`config.mk`:
```
export PLATFORM = sky130hd
export DESIGN_NAME = spi_slave_buf
export DESIGN_NICKNAME = d
export VERILOG_FILES = /design/src/rtl/spi_slave_pkg.sv /design/src/rtl/spi_sync.sv /design/src/rtl/spi_edge.sv /design/src/rtl/spi_shift.sv /design/src/rtl/spi_bufs.sv /design/src/rtl/spi_slave_buf.sv
export SDC_FILE = /design/constraint.sdc
export NUM_CORES = 1
export LEC_CHECK = 0
export BUFFER_PORTS_ARGS = -buffer_cell sky130_fd_sc_hd__buf_4
export CORE_AREA = 2 2 128 80
export CTS_CLUSTER_SIZE = 25
export DETAILED_ROUTE_END_ITERATION = 16
export DIE_AREA = 0 0 130 82
export SYNTH_ARGS = -nofsm -noshare
export SYNTH_HDL_FRONTEND = slang
export SYNTH_HIERARCHICAL = 1
export SYNTH_SLANG_ARGS = --single-unit
```
`constraint.sdc`:
```
create_clock -name clk_i -period 2.5 [get_ports clk_i]
set_input_delay 0 -clock clk_i [delete_from_list [all_inputs] [get_ports clk_i]]
set_output_delay 0 -clock clk_i [all_outputs]
set_load 0.01 [all_outputs]
```
`src/rtl/spi_slave_pkg.sv`:
```
package spi_slave_pkg;
  typedef struct packed {
    logic act;
    logic start;
    logic rise;
    logic fall;
  } sck_evt_t;
endpackage

```
`src/rtl/spi_sync.sv`:
```
module spi_sync #(
  parameter int unsigned W = 3,
  parameter logic [W-1:0] RST_VAL = '0
) (
  input  logic         clk_i,
  input  logic         rst_ni,
  input  logic [W-1:0] d_i,
  output logic [W-1:0] q_o
);
  for (genvar g = 0; g < W; g++) begin : g_bit
    logic s1, s2;
    always_ff @(posedge clk_i or negedge rst_ni) begin
      if (!rst_ni) begin
        s1 <= RST_VAL[g];
        s2 <= RST_VAL[g];
      end else begin
        s1 <= d_i[g];
        s2 <= s1;
      end
    end
    assign q_o[g] = s2;
  end
endmodule

```
`src/rtl/spi_edge.sv`:
```
module spi_edge
  import spi_slave_pkg::*;
(
  input  logic     clk_i,
  input  logic     rst_ni,
  input  logic     sclk_s_i,
  input  logic     ss_ns_i,
  output sck_evt_t evt_o
);
  logic sclk_q, ss_q;

  always_ff @(posedge clk_i or negedge rst_ni) begin
    if (!rst_ni) begin
      sclk_q <= 1'b0;
      ss_q   <= 1'b1;
    end else begin
      sclk_q <= sclk_s_i;
      ss_q   <= ss_ns_i;
    end
  end

  always_comb begin
    evt_o.act   = ~ss_ns_i;
    evt_o.start = ss_q & ~ss_ns_i;
    evt_o.rise  = ~ss_ns_i & sclk_s_i & ~sclk_q;
    evt_o.fall  = ~ss_ns_i & ~sclk_s_i & sclk_q;
  end
endmodule

```
`src/rtl/spi_shift.sv`:
```
module spi_shift
  import spi_slave_pkg::*;
#(
  parameter int unsigned W = 16
) (
  input  logic         clk_i,
  input  logic         rst_ni,
  input  sck_evt_t     evt_i,
  input  logic         sdi_s_i,
  input  logic [W-1:0] tx_word_i,
  input  logic         tx_avail_i,
  output logic         tx_take_o,
  output logic         done_o,
  output logic [W-1:0] rx_word_o,
  output logic         sdo_bit_o
);
  localparam int unsigned CW = $clog2(W);
  localparam logic [CW-1:0] LAST = CW'(W - 1);

  logic [W-1:0]  sh;
  logic [CW-1:0] cnt;
  logic          pend, rx_bit;
  logic          boundary;

  // falling edge that closes a full word
  assign boundary  = evt_i.fall & pend & (cnt == '0);
  assign tx_take_o = tx_avail_i & (evt_i.start | boundary);
  assign done_o    = evt_i.rise & (cnt == LAST);
  assign rx_word_o = {sh[W-2:0], sdi_s_i};
  assign sdo_bit_o = sh[W-1];

  always_ff @(posedge clk_i or negedge rst_ni) begin
    if (!rst_ni) begin
      sh     <= '0;
      cnt    <= '0;
      pend   <= 1'b0;
      rx_bit <= 1'b0;
    end else if (!evt_i.act) begin
      sh   <= '0;
      cnt  <= '0;
      pend <= 1'b0;
    end else begin
      if (evt_i.rise) begin
        rx_bit <= sdi_s_i;
        cnt    <= (cnt == LAST) ? '0 : cnt + 1'b1;
        pend   <= 1'b1;
      end
      if (tx_take_o) begin
        sh <= tx_word_i;
      end else if (evt_i.fall && pend) begin
        sh <= {sh[W-2:0], rx_bit};
      end
      if (evt_i.fall) pend <= 1'b0;
    end
  end
endmodule

```
`src/rtl/spi_bufs.sv`:
```
module spi_bufs #(
  parameter int unsigned W = 16
) (
  input  logic         clk_i,
  input  logic         rst_ni,
  input  logic         tx_we_i,
  input  logic [W-1:0] tx_data_i,
  input  logic         tx_take_i,
  input  logic         done_i,
  input  logic [W-1:0] rx_word_i,
  input  logic         rx_re_i,
  input  logic         ovr_clr_i,
  output logic [W-1:0] tx_buf_o,
  output logic         tx_full_o,
  output logic [W-1:0] rx_buf_o,
  output logic         rx_full_o,
  output logic         ovr_o
);
  always_ff @(posedge clk_i or negedge rst_ni) begin
    if (!rst_ni) begin
      tx_buf_o  <= '0;
      tx_full_o <= 1'b0;
    end else if (tx_we_i) begin
      tx_buf_o  <= tx_data_i;
      tx_full_o <= 1'b1;
    end else if (tx_take_i) begin
      tx_full_o <= 1'b0;
    end
  end

  always_ff @(posedge clk_i or negedge rst_ni) begin
    if (!rst_ni) begin
      rx_buf_o  <= '0;
      rx_full_o <= 1'b0;
      ovr_o     <= 1'b0;
    end else if (done_i) begin
      rx_buf_o  <= rx_word_i;
      rx_full_o <= 1'b1;
      // a read in the same cycle takes the old word
      if (rx_full_o && !rx_re_i) ovr_o <= 1'b1;
      else if (ovr_clr_i)        ovr_o <= 1'b0;
    end else begin
      if (rx_re_i)   rx_full_o <= 1'b0;
      if (ovr_clr_i) ovr_o     <= 1'b0;
    end
  end
endmodule

```
`src/rtl/spi_slave_buf.sv`:
```
module spi_slave_buf
  import spi_slave_pkg::*;
#(
  parameter int unsigned WORD_W = 16
) (
  input  logic              clk_i,
  input  logic              rst_ni,
  input  logic              sclk_i,
  input  logic              ss_ni,
  input  logic              sdi_i,
  output logic              sdo_o,
  input  logic [WORD_W-1:0] tx_data_i,
  input  logic              tx_we_i,
  output logic              tx_empty_o,
  output logic [WORD_W-1:0] rx_data_o,
  input  logic              rx_re_i,
  output logic              rx_full_o,
  output logic              rx_ovr_o,
  input  logic              ovr_clr_i
);
  logic [2:0]        pins_s;
  sck_evt_t          evt;
  logic              ss_act, sck_fall, sck_start, word_done;
  logic              tx_take, tx_full, sdo_bit;
  logic [WORD_W-1:0] tx_buf, rx_word;

  spi_sync #(.W(3), .RST_VAL(3'b010)) i_sync (
    .clk_i (clk_i),
    .rst_ni(rst_ni),
    .d_i   ({sclk_i, ss_ni, sdi_i}),
    .q_o   (pins_s)
  );

  spi_edge i_edge (
    .clk_i   (clk_i),
    .rst_ni  (rst_ni),
    .sclk_s_i(pins_s[2]),
    .ss_ns_i (pins_s[1]),
    .evt_o   (evt)
  );

  spi_shift #(.W(WORD_W)) i_shift (
    .clk_i     (clk_i),
    .rst_ni    (rst_ni),
    .evt_i     (evt),
    .sdi_s_i   (pins_s[0]),
    .tx_word_i (tx_buf),
    .tx_avail_i(tx_full),
    .tx_take_o (tx_take),
    .done_o    (word_done),
    .rx_word_o (rx_word),
    .sdo_bit_o (sdo_bit)
  );

  spi_bufs #(.W(WORD_W)) i_bufs (
    .clk_i    (clk_i),
    .rst_ni   (rst_ni),
    .tx_we_i  (tx_we_i),
    .tx_data_i(tx_data_i),
    .tx_take_i(tx_take),
    .done_i   (word_done),
    .rx_word_i(rx_word),
    .rx_re_i  (rx_re_i),
    .ovr_clr_i(ovr_clr_i),
    .tx_buf_o (tx_buf),
    .tx_full_o(tx_full),
    .rx_buf_o (rx_data_o),
    .rx_full_o(rx_full_o),
    .ovr_o    (rx_ovr_o)
  );

  assign ss_act     = evt.act;
  assign sck_fall   = evt.fall;
  assign sck_start  = evt.start;
  assign sdo_o      = ss_act & sdo_bit;
  assign tx_empty_o = ~tx_full;
endmodule

```
# == After elaboration in Yosys (flattened, before gate mapping) ==
# Cells that the tools add are included.
# Widths: inputs -> output; s select.
# totals
reg_bits,65
in_bits,24
out_inout_bits,20
wordCells,60
# op_classes
n_addsub,1
eq_ne,1
mux,16
bitwise,15
n_reduce_logical,10
# op_table
operator,count
$mux 16,3
$mux 4,3
$and 1x1->1,10
$mux 1,10
$reduce_bool 2->1,3
$reduce_bool 3->1,2
$add 4x1->4 const B,1
$eq 4x4->1 const B,1
$logic_not 4->1,1
$not 1->1,4
$logic_and 1x1->1,2
$reduce_and 2->1,1
$logic_not 1->1,1
$or 1x1->1,1

# == Logic depth before layout (Yosys ltp) ==
# logic_depth
depth_word,9
ltp_mapped,8

# == By module ==
# The synthesis kept the hierarchy.
# by_module_without_submodules
mod,n_inst,cells_each,area_each_um2
spi_bufs,1,77,1400.1
spi_shift,1,95,1109.8
spi_sync,1,9,175.2
spi_edge,1,6,76.3
spi_slave_buf,1,2,10.0

# == Worst setup path before layout ==
# OpenSTA, ideal clock, no wires.
# synth_path
path_type,flip-flop to flip-flop
startpoint,register i_sync.g_bit[1].s2
endpoint,register i_shift.sh[10]
setup_time_ns,0.126
arrival_ns,1.686
required_time_ns,2.374
path_slack_ns,0.688
path_stages_with_launch,7
path_buffers,2
path_cell_list,dfstp_2 -> buf_4 -> nor3b_1 -> a22oi_1 -> clkbuf_1 -> and3_1 -> a221o_1
# synth_lines
item,line,rtl
"start, declared",spi_sync.sv:11,"logic s1, s2;"
"start signal, assigned",spi_sync.sv:15,s2 <= RST_VAL[g];
"end signal, assigned",spi_shift.sv:49,sh <= tx_word_i;
"end signal, assigned",spi_shift.sv:51,"sh <= {sh[W-2:0], rx_bit};"
"end, declared",spi_shift.sv:20,logic [W-1:0] sh;

==> results by group <==
Run status
  – Outcome: completed

Die
  – Die area: 10,700 sq um
  – Boundary Pins: 44
  – Initial core utilization: 0.290
  – Core Box Area: 9560 sq um
  – Die extent in y: 82 um
  – Num rows: 28
  – Die X: 130 um

Clock network
  – Number of CTS-inserted buffers: 9
  – CTS tree: yes
  – Clock sink count: 65
  – Post_cts resized: 0
  – Root Driver: clkbuf_16
  – Post-CTS setup buffers: 0
  – Htree depth: 3
  – Clock Path Buffers: 2
  – Reg clk slew, reported paths: 50 ps
  – Worst skew pair latency: 320 ps

Logic synthesis
  – Seq cells post-synth: 65
  – Synthesized area: 2770 sq um
  – Synth cell types: 34
  – Syn Inst Count: 189
  – Syn Area/Cell: 14.7 sq um
  – Synth Flop Type: dfrtp_1
  – Post-synth net total: 215
  – Sequential cell area fraction in the yosys report: 0.588
  – Ys Warns: 6
  – Async SR Flop Fraction: 1.00
  – EDFF count, synth: 0

Global routing
  – Antenna violations before repair: 0
  – GRT Overall Usage: 0.118
  – Gr ovfl total: 0
  – First-pass GRT wire length: 9200 um
  – Largest net degree at the start of global routing: 66
  – Vias in the first global route: 1,763

Timing
  – Fmax: 492 MHz
  – Fin crit share: 0.813
  – Post-route setup slack: 467 ps
  – Finish-stage setup viols: 0
  – Tmin final: 2030 ps
  – Worst-margin pin slew: 1050 ps
  – Endpoints failing hold: 0
  – Unrepaired setup endpoints after global routing: no
  – Sum Neg Setup Slack: 0 ps
  – Fin Clk Skew: 5.06 ps
  – Max Slew Vio Count: 0
  – Max_slew headroom: 0.297

Place
  – Routability cong.: 0.728
  – Port buffer count: 43
  – Hpwl dp: 3590 um
  – DP Worst Slack: 503 ps
  – Placed cell areas: 3160 sq um

Final layout
  – Area Growth Syn to Fin: 32.1%
  – Nets: 281
  – Share of post-route cells with drive strength above 1: 0.392
  – Post-route cell area: 3660 sq um
  – Filler cells: 913
  – Antenna diode count: 0

Drt
  – Post-DR wirelength/cell: 14.1 um
  – Antenna-violating nets left: 0
  – Vias per inst: 4.39
  – Drt pass-1 iters: 4
  – Total Wirelength: 5560 um
  – Drc violations: 0
  – Vias: 1,735
  – DR iter-0 viols: 109

Setup path
  – CP max-delay cell: nor3b_1
  – Critical path type: reg -> reg
  – CP endpoint kind: flop
  – Cells along the critical path: nor3b_1 -> a22oi_1 -> and3_1 -> a221o_1
  – Crit path max fanout: 16
  – Reg2Reg Depth: 4
  – Crit path largest cell delay: 480 ps
  – Crit path DAT: 2240 ps
  – CP Data Required Time: 2700 ps
  – CP startpoint kind: flop

Power and ir drop
  – Gate power share: 0.074
  – Static leakage: 1.77 nW
  – Psw: 0.537 mW
  – Peak VDD IR: 387 uV
  – Register share of total power: 0.466
  – Int Pwr: 1.94 mW
  – Pwr/cell area: 676 nW/um^2
  – Sw frac: 0.217
  – Clock power frac: 0.460

Worst hold path
  – Hold path cells: 2
  – Hold Path Class: in -> reg

Run
  – Number of max-cap violations: 0
[cell usage after synthesis, drive strengths merged, types with 2 or more instances]
| cell type | number | area share |
|---|---|---|
| buf | 10 | 0.042 |
| inv | 7 | 0.0095 |
| nor3b | 3 | 0.0081 |
| a221o | 16 | 0.058 |
| a21o | 2 | 0.0059 |
| clkbuf | 4 | 0.0059 |
| nor2b | 3 | 0.0068 |
| dfrtp | 62 | 0.56 |
| ha | 2 | 0.0090 |
| nor2 | 3 | 0.0041 |
| and3 | 17 | 0.038 |
| and2 | 3 | 0.0068 |
| dfstp | 3 | 0.028 |
| nand2 | 4 | 0.0054 |
| mux2 | 33 | 0.16 |
| a21boi | 2 | 0.0054 |
| nand3 | 3 | 0.0054 |
[flip-flops by register name, summed over array words and instances, names as in the netlist]
name / cells
i_bufs/rx_buf_o: 16
i_bufs/tx_buf_o: 16
i_shift/sh: 16
i_shift/cnt: 4
i_sync/g_bit.s1: 3
i_sync/g_bit.s2: 3
i_bufs/ovr_o: 1
i_bufs/rx_full_o: 1
i_bufs/tx_full_o: 1
i_edge/sclk_q: 1
i_edge/ss_q: 1
i_shift/pend: 1
i_shift/rx_bit: 1
[critical path: cells and delay by family, from the launching register on]
| kind | cells | cell delay (ps) |
|---|---|---|
| DFF | 1 | 380 |
| AOI/OAI and AO/OA | 2 | 720 |
| and+or+nand+nor | 2 | 810 |
[power by group through the flow]
stage	sequential [mW]	clock, mW	combinational [mW]
final	1.15	1.14	0.182
after global routing	1.16	1.23	0.203
after CTS	1.15	1.18	0.186
after detailed placement	1.17	0	0.159
after global placement	1.17	0	0.156
after floorplan	1.15	0	0.104
[metrics by stage]
step	hold slack, ps	std cells	util	total power, mW
floorplan	-296	189	-	1.25
global placement	109	357	0.331	1.32
detailed placement	110	357	0.331	1.33
CTS	104	395	0.383	2.52
global route	121	395	0.383	2.59
finish	126	395	0.383	2.48
[path summary, 6_finish.rpt]
kind,start,to,slack (ps)
hold / removal,tx_we_i,i_bufs/tx_full_o,130
setup / recovery,i_sync/g_bit[1].s2,i_shift/sh[14],470
hold reg to reg,i_sync/g_bit[2].s1,i_sync/g_bit[2].s2,350
max in group asynchronous,rst_ni,i_bufs/tx_buf_o[15],1640
setup reg to reg,i_sync/g_bit[1].s2,i_shift/sh[14],470
min in group asynchronous,rst_ni,i_bufs/tx_buf_o[3],330
[metal layers]
metal | vias up | wire length (um) | part of all wire | track usage
met5 | - | 0 | 0 | 0
met4 | 0 | 52 | 0.0094 | 0.0419
met3 | 8 | 285 | 0.051 | 0.0476
met2 | 44 | 2180 | 0.39 | 0.159
met1 | 862 | 3040 | 0.55 | 0.169
li1 | 821 | - | - | -
[cell usage in the layout (no fill, tap or decap), drive strengths merged, types with 2 or more instances in the layout]
master / netlist / routed
dfrtp: 62 / 62
buf: 10 / 47
mux2: 33 / 33
dlygate4sd3: 0 / 22
and3: 17 / 17
a221o: 16 / 16
clkbuf: 4 / 13
inv: 7 / 7
nand2: 4 / 4
and2: 3 / 3
clkinv: 0 / 3
nor3b: 3 / 3
nor2b: 3 / 3
dfstp: 3 / 3
nand3: 3 / 3
nor2: 3 / 3
a21boi: 2 / 2
ha: 2 / 2
a21o: 2 / 2
[timing repair]
| item | 4_1_cts | 5_1_grt |
|---|---|---|
| endpoints found under the setup margin | 0 | 0 |
| hold buffers | 22 | 0 |
| endpoints found under the hold margin | 83 | 0 |
[kinds of logic (layout without fill, tap and decap cells)]
logic type / after synthesis / in the layout / share of synthesized area
compound gates: 27 / 27 / 0.0980
xor+xnor: 1 / 1 / 0.00316
flops: 65 / 65 / 0.588
buf+inv: 21 / 92 / 0.0569
fa+ha+maj: 2 / 2 / 0.00903
mux: 34 / 34 / 0.161
simple gates: 39 / 39 / 0.0840
[area by class of cell]
type                       instances  area, sq um  area share
multi-input combinational        103          986       0.269
inverter                           7         26.3     0.00718
sequential                        65         1630       0.445
timing repair buffer              69          573       0.157
tap                              135          169      0.0462
clock inverter                     3         15.0     0.00410
clock buffer                      13          260      0.0711
(Power assumes the default switching activity.)
